==> src/rtl/sscr_pkg.sv <==
package sscr_pkg;

    // Receiver sequencing states
    typedef enum logic [1:0] {
        ST_IDLE   = 2'd0,
        ST_SHIFT  = 2'd1,
        ST_COMMIT = 2'd2
    } sscr_state_e;

    // Number of frame positions that carry no output
    localparam int SPARE_SLOTS = 2;
    // Number of single fixed-frequency clocks under control (graphics, floppy)
    localparam int FIXED_SLOTS = 2;

endpackage

==> src/rtl/sscr_fsm.sv <==
module sscr_fsm
    import sscr_pkg::*;
(
    input  logic clk_bus,
    input  logic rst_n,
    input  logic sdata_in,
    input  logic last_bit,
    output logic busy,
    output logic shift_en,
    output logic commit_en,
    output logic cnt_clr
);

    sscr_state_e state_q;
    sscr_state_e state_d;

    // Next-state decode
    always_comb begin
        state_d = state_q;
        unique case (state_q)
            ST_IDLE: begin
                if (!sdata_in) begin
                    state_d = ST_SHIFT;       // T_START
                end
            end
            ST_SHIFT: begin
                if (last_bit) begin
                    state_d = ST_COMMIT;      // T_LAST
                end
            end
            ST_COMMIT: begin
                state_d = ST_IDLE;            // T_DONE
            end
            default: begin
                state_d = ST_IDLE;
            end
        endcase
    end

    // State register, sampled on the falling bus-clock edge
    always_ff @(negedge clk_bus or negedge rst_n) begin
        if (!rst_n) begin
            state_q <= ST_IDLE;
        end else begin
            state_q <= state_d;
        end
    end

    // Output decode
    always_comb begin
        busy      = 1'b0;
        shift_en  = 1'b0;
        commit_en = 1'b0;
        cnt_clr   = 1'b1;
        unique case (state_q)
            ST_IDLE: begin
                busy = 1'b0;
            end
            ST_SHIFT: begin
                busy     = 1'b1;
                shift_en = 1'b1;
                cnt_clr  = 1'b0;
            end
            ST_COMMIT: begin
                busy      = 1'b1;
                commit_en = 1'b1;
            end
            default: begin
                busy = 1'b0;
            end
        endcase
    end

endmodule

==> src/rtl/sscr_bit_counter.sv <==
module sscr_bit_counter #(
    parameter int FRAME_W = 15,
    localparam int CNT_W  = (FRAME_W > 1) ? $clog2(FRAME_W) : 1
) (
    input  logic clk_bus,
    input  logic rst_n,
    input  logic cnt_clr,
    input  logic cnt_en,
    output logic last_bit
);

    localparam logic [CNT_W-1:0] LAST_IDX = CNT_W'(FRAME_W - 1);

    logic [CNT_W-1:0] cnt_q;

    always_ff @(negedge clk_bus or negedge rst_n) begin
        if (!rst_n) begin
            cnt_q <= '0;
        end else if (cnt_clr) begin
            cnt_q <= '0;
        end else if (cnt_en) begin
            cnt_q <= cnt_q + 1'b1;
        end
    end

    // Asserted during the interval whose closing edge samples the final data bit
    assign last_bit = cnt_en && (cnt_q == LAST_IDX);

endmodule

==> src/rtl/sscr_shifter.sv <==
module sscr_shifter #(
    parameter int FRAME_W = 15
) (
    input  logic               clk_bus,
    input  logic               rst_n,
    input  logic               shift_en,
    input  logic               sdata_in,
    output logic [FRAME_W-1:0] shadow
);

    // The first data bit travels to the top; the last one stays at index 0
    always_ff @(negedge clk_bus or negedge rst_n) begin
        if (!rst_n) begin
            shadow <= '1;
        end else if (shift_en) begin
            shadow <= {shadow[FRAME_W-2:0], sdata_in};
        end
    end

endmodule

==> src/rtl/sscr_commit.sv <==
module sscr_commit #(
    parameter int PROC_CLKS = 4,
    parameter int BUS_CLKS  = 7,
    localparam int FRAME_W  = PROC_CLKS + BUS_CLKS + sscr_pkg::SPARE_SLOTS + sscr_pkg::FIXED_SLOTS,
    localparam int RUN_W    = PROC_CLKS + BUS_CLKS + sscr_pkg::FIXED_SLOTS
) (
    input  logic               clk_bus,
    input  logic               rst_n,
    input  logic               commit_en,
    input  logic [FRAME_W-1:0] shadow,
    output logic [RUN_W-1:0]   run_en
);

    // Shadow layout (index 0 = last bit received):
    //   [PROC_CLKS-1:0]                     processor clocks, index = clock number
    //   [PROC_CLKS]                         spare
    //   [PROC_CLKS+1 +: BUS_CLKS]           bus clocks, offset = clock number
    //   [PROC_CLKS+BUS_CLKS+1]              floppy clock
    //   [PROC_CLKS+BUS_CLKS+2]              spare
    //   [PROC_CLKS+BUS_CLKS+3]              graphics clock
    localparam int BUS_BASE   = PROC_CLKS + 1;
    localparam int FLOPPY_IDX = PROC_CLKS + BUS_CLKS + 1;
    localparam int SPARE_HI   = PROC_CLKS + BUS_CLKS + 2;
    localparam int GFX_IDX    = PROC_CLKS + BUS_CLKS + 3;

    logic [RUN_W-1:0] mapped;
    logic             spare_unused;

    for (genvar p = 0; p < PROC_CLKS; p++) begin : g_proc
        assign mapped[p] = shadow[p];
    end

    for (genvar b = 0; b < BUS_CLKS; b++) begin : g_bus
        assign mapped[PROC_CLKS + b] = shadow[BUS_BASE + b];
    end

    assign mapped[PROC_CLKS + BUS_CLKS]     = shadow[FLOPPY_IDX];
    assign mapped[PROC_CLKS + BUS_CLKS + 1] = shadow[GFX_IDX];

    // Spare positions are received and dropped here
    assign spare_unused = shadow[PROC_CLKS] ^ shadow[SPARE_HI];

    always_ff @(negedge clk_bus or negedge rst_n) begin
        if (!rst_n) begin
            run_en <= '1;
        end else if (commit_en) begin
            run_en <= mapped;
        end
    end

endmodule

==> src/rtl/stopclk_serial_ctrl.sv <==
module stopclk_serial_ctrl #(
    parameter int PROC_CLKS = 4,
    parameter int BUS_CLKS  = 7,
    localparam int FRAME_W  = PROC_CLKS + BUS_CLKS + sscr_pkg::SPARE_SLOTS + sscr_pkg::FIXED_SLOTS,
    localparam int RUN_W    = PROC_CLKS + BUS_CLKS + sscr_pkg::FIXED_SLOTS
) (
    input  logic             clk_bus,
    input  logic             rst_n,
    input  logic             sdata_in,
    output logic [RUN_W-1:0] run_en,
    output logic             busy
);

    logic               last_bit;
    logic               shift_en;
    logic               commit_en;
    logic               cnt_clr;
    logic [FRAME_W-1:0] shadow;

    sscr_fsm u_fsm (
        .clk_bus   (clk_bus),
        .rst_n     (rst_n),
        .sdata_in  (sdata_in),
        .last_bit  (last_bit),
        .busy      (busy),
        .shift_en  (shift_en),
        .commit_en (commit_en),
        .cnt_clr   (cnt_clr)
    );

    sscr_bit_counter #(
        .FRAME_W (FRAME_W)
    ) u_cnt (
        .clk_bus  (clk_bus),
        .rst_n    (rst_n),
        .cnt_clr  (cnt_clr),
        .cnt_en   (shift_en),
        .last_bit (last_bit)
    );

    sscr_shifter #(
        .FRAME_W (FRAME_W)
    ) u_shift (
        .clk_bus  (clk_bus),
        .rst_n    (rst_n),
        .shift_en (shift_en),
        .sdata_in (sdata_in),
        .shadow   (shadow)
    );

    sscr_commit #(
        .PROC_CLKS (PROC_CLKS),
        .BUS_CLKS  (BUS_CLKS)
    ) u_commit (
        .clk_bus   (clk_bus),
        .rst_n     (rst_n),
        .commit_en (commit_en),
        .shadow    (shadow),
        .run_en    (run_en)
    );

endmodule

==> config.mk <==
export PLATFORM = sky130hd
export DESIGN_NAME = stopclk_serial_ctrl
export DESIGN_NICKNAME = d
export VERILOG_FILES = /design/src/rtl/sscr_pkg.sv /design/src/rtl/sscr_fsm.sv /design/src/rtl/sscr_bit_counter.sv /design/src/rtl/sscr_shifter.sv /design/src/rtl/sscr_commit.sv /design/src/rtl/stopclk_serial_ctrl.sv
export SDC_FILE = /design/constraint.sdc
export NUM_CORES = 1
export LEC_CHECK = 0
export BUFFER_PORTS_ARGS = -buffer_cell sky130_fd_sc_hd__buf_2
export CORE_MARGIN = 1.5
export CORE_UTILIZATION = 50
export CTS_CLUSTER_DIAMETER = 80
export DETAILED_ROUTE_END_ITERATION = 7
export GPL_ROUTABILITY_DRIVEN = 1
export PLACE_DENSITY = 0.7
export SYNTH_ARGS = -nofsm -noshare
export SYNTH_HDL_FRONTEND = slang
export SYNTH_HIERARCHICAL = 1
export SYNTH_SLANG_ARGS = --single-unit
==> constraint.sdc <==
create_clock -name clk_bus -period 3.9 [get_ports clk_bus]
set_clock_uncertainty 0.1 [all_clocks]
set_input_delay 0.39 -clock clk_bus [delete_from_list [all_inputs] [get_ports clk_bus]]
set_output_delay 0.39 -clock clk_bus [all_outputs]
set_load 0.01 [all_outputs]
==> flow_summary.toml <==
[outcome]
status = "finished clean"

[sta]
drv_slew = 0
hold_viol_final = 0
tightest_slew_ns = 1.12
setup_viol = 0
rsz0062_at_grt = "no"
slew_headroom_pct = 25.5
finalSetupTns_ns = 0
hold_ws_ns = 0.371
setup_slack_ns = 0.159

[yosys]
yosys.area.top_type_share_pct = 47.2
syn_area_um2 = 1560
yosysSeqAreaShare_pct = 56.8
yosysMostFrequentCell = "dfstp_2"
syn-num-nets = 104
syn_avg_cell_area_um2 = 16.6
synth_edf_count = 0
syn-instance-count = 94
synth.area.top_cells = "dfstp_2 (47%), mux2_4 (20%), dfrtn_1 (9.6%)"
synth-seq-cells = 34
synth_warnings = 6
synth_area_leader_cell = "dfstp_2"
async_flop_share_pct = 100
synth_commonest_cells = "dfstp_2 (28), mux2_4 (21), mux2_2 (8), ha_1 (7), dfrtn_1 (6)"
synth_top_flop_cell = "dfstp_2"
synthDistinctLibCells = 21

[worst_setup_path]
startpoint = "u_fsm/state_q[0]"
cp_max_fo = 4
r2r-start = "u_fsm/state_q[1]"
critical_path_required_ns = 3.41
critical_path.startpoint_type = "flop"
crit_arrival_ns = 3.25
crit_type = "reg -> out"
worst_setup_path_end_kind = "primary output"

[layout]
finalNonFillerCells = 174
fin_area_um2 = 1800
areaGrowthSynthToFinish_pct = 15.4
num_antenna_cells = 0
nets = 150
layout-drive-gt1-share_pct = 59.6

[clock_tree]
cts_tree = "yes"
clk_latency_ns = 0.39
cts_buffer_depth = 2
root_buffer = "clkbuf_4"
cts_resized = 0
cts_setup_buffers = 0
cts_buffers = 5
htreeDepth = 2
path_clk_slew_ns = 0.07
clock_sinks = 34
postCtsHoldBufs = 0

[place]
numPortBuffers = 16
routabilityCongestion = 0.731
place_ws_ns = 0.489
place_inst = 140
dpl-instance-area_um2 = 1640
place.detailed.hpwl_um = 1540

[route]
drt.antenna.violating_nets = 0
drt_pre_antenna_iters = 3
drt-total-wl_um = 2280
via_per_inst = 4.84
routedWlPerCell_um = 13.1
drt_iter0_drc = 12
drc = 0
wl_met2_um = 1140
dr.max_layer_used = "met4"
vias = 842
drt-met1-wl_um = 1030
met3WireLength_um = 76

[global_route]
grt_overflow = 0
grtUsageTotal_pct = 16.2
antenna_found_initial = 0
first_global_vias = 900
grt_pass1_wl_um = 4040
grt_max_degree = 35

[min_path]
hold_start = "u_fsm/state_q[1]"
hold_path_class = "reg -> reg"

[flow_run]
cap_violations = 0

[floorplanning]
initial_core_util_pct = 52.0
die_height_um = 58.9
fp-row-count = 20
die_area_um2 = 3460
core_um2 = 3000
num_io_pins = 17
die_w_um = 58.9

[power]
ir_worst_vdd_mv = 0.436
seqPwrFrac_pct = 44.0
p_per_area_nw_per_um2 = 915
clockPowerShare_pct = 18.7
combPwrFrac_pct = 37.4
switchingPower_w = 0.000532
p_int_w = 0.00112
p_leak_nw = 0.910
switching_share_pct = 32.3
[layer usage]
metal	vias to the layer above	GRT usage [%]
li1	414	-
met4	0	10.7
met5	-	0
met1	409	20.4
met3	2	4.84
met2	17	24.0
[power by group through the flow]
stage	clock [W]	combinational (W)	sequential [W]
5_1_grt	0.000358	0.000676	0.000753
3_5_place_dp	0.0000472	0.000621	0.000730
3_3_place_gp	0.0000472	0.000609	0.000716
2_1_floorplan	0.0000472	0.000501	0.000733
6_report	0.000307	0.000615	0.000724
4_1_cts	0.000327	0.000625	0.000730
[stage by stage]
step | utilization [%] | total power, W
after detailed placement | 54.6 | 0.00140
after global placement | 54.6 | 0.00137
final | 60.0 | 0.00165
after floorplan | - | 0.00128
after global routing | 60.0 | 0.00179
after CTS | 60.0 | 0.00168
[layout make-up]
type                       count  area, um2
timing repair buffer          16       80.1
inverter                       4       15.0
multi-input combinational     51        609
tap                           33       41.3
clock inverter                30        118
clock buffer                   6       51.3
sequential                    34        886
fill                         245       1200
[sequential cells by signal, indices dropped and copies added, names as in the netlist]
register,flops
u_fsm/state_q,2
u_cnt/cnt_q,4
u_commit/run_en,13
u_shift/shadow,15
[placed cells by master (no fill, tap or decap), drive strengths merged]
| cell type | netlist | layout |
|---|---|---|
| or2b | 1 | 1 |
| a21bo | 1 | 1 |
| nand4 | 1 | 1 |
| xnor2 | 1 | 1 |
| clkinvlp | 0 | 2 |
| and4 | 1 | 1 |
| ha | 7 | 7 |
| nor2 | 2 | 2 |
| nand3b | 1 | 1 |
| mux2 | 31 | 31 |
| a2bb2oi | 1 | 1 |
| nor2b | 1 | 1 |
| dfstp | 28 | 28 |
| clkbuf | 0 | 6 |
| nand2b | 1 | 1 |
| inv | 6 | 32 |
| a21oi | 2 | 2 |
| dfrtn | 6 | 6 |
| buf | 3 | 16 |
[cells by family (layout without fill, tap and decap cells)]
group                    Yosys count  in the layout  share of synthesized area [%]
XOR/XNOR                           1              1                          0.561
flip-flops                        34             34                           56.8
multiplexers                      31             31                           27.4
AO/OA/AOI/OAI                      4              4                           2.25
AND/OR/NAND/NOR                    8              8                           3.21
buffers and inverters              9             56                           4.17
adder cells (fa/ha/maj)            7              7                           5.61
[critical path: stages, from the launching register on]
cell and delay (ns):
dfrtn_1 0.47, inv_1 0.10, ha_1 0.28, buf_2 0.14
[worst paths after layout]
kind	end	slack [ns]	cells after the start
worst min register to register	u_fsm/state_q[1]	0.37	1
worst max register to register	u_fsm/state_q[0]	1.38	5
worst min-delay path	u_fsm/state_q[1]	0.37	1
max in group asynchronous	u_shift/shadow[2]	1.36	1
worst max-delay path	busy	0.16	3
min in group asynchronous	u_cnt/cnt_q[3]	1.84	1
Power figures use the tool's default switching activity.
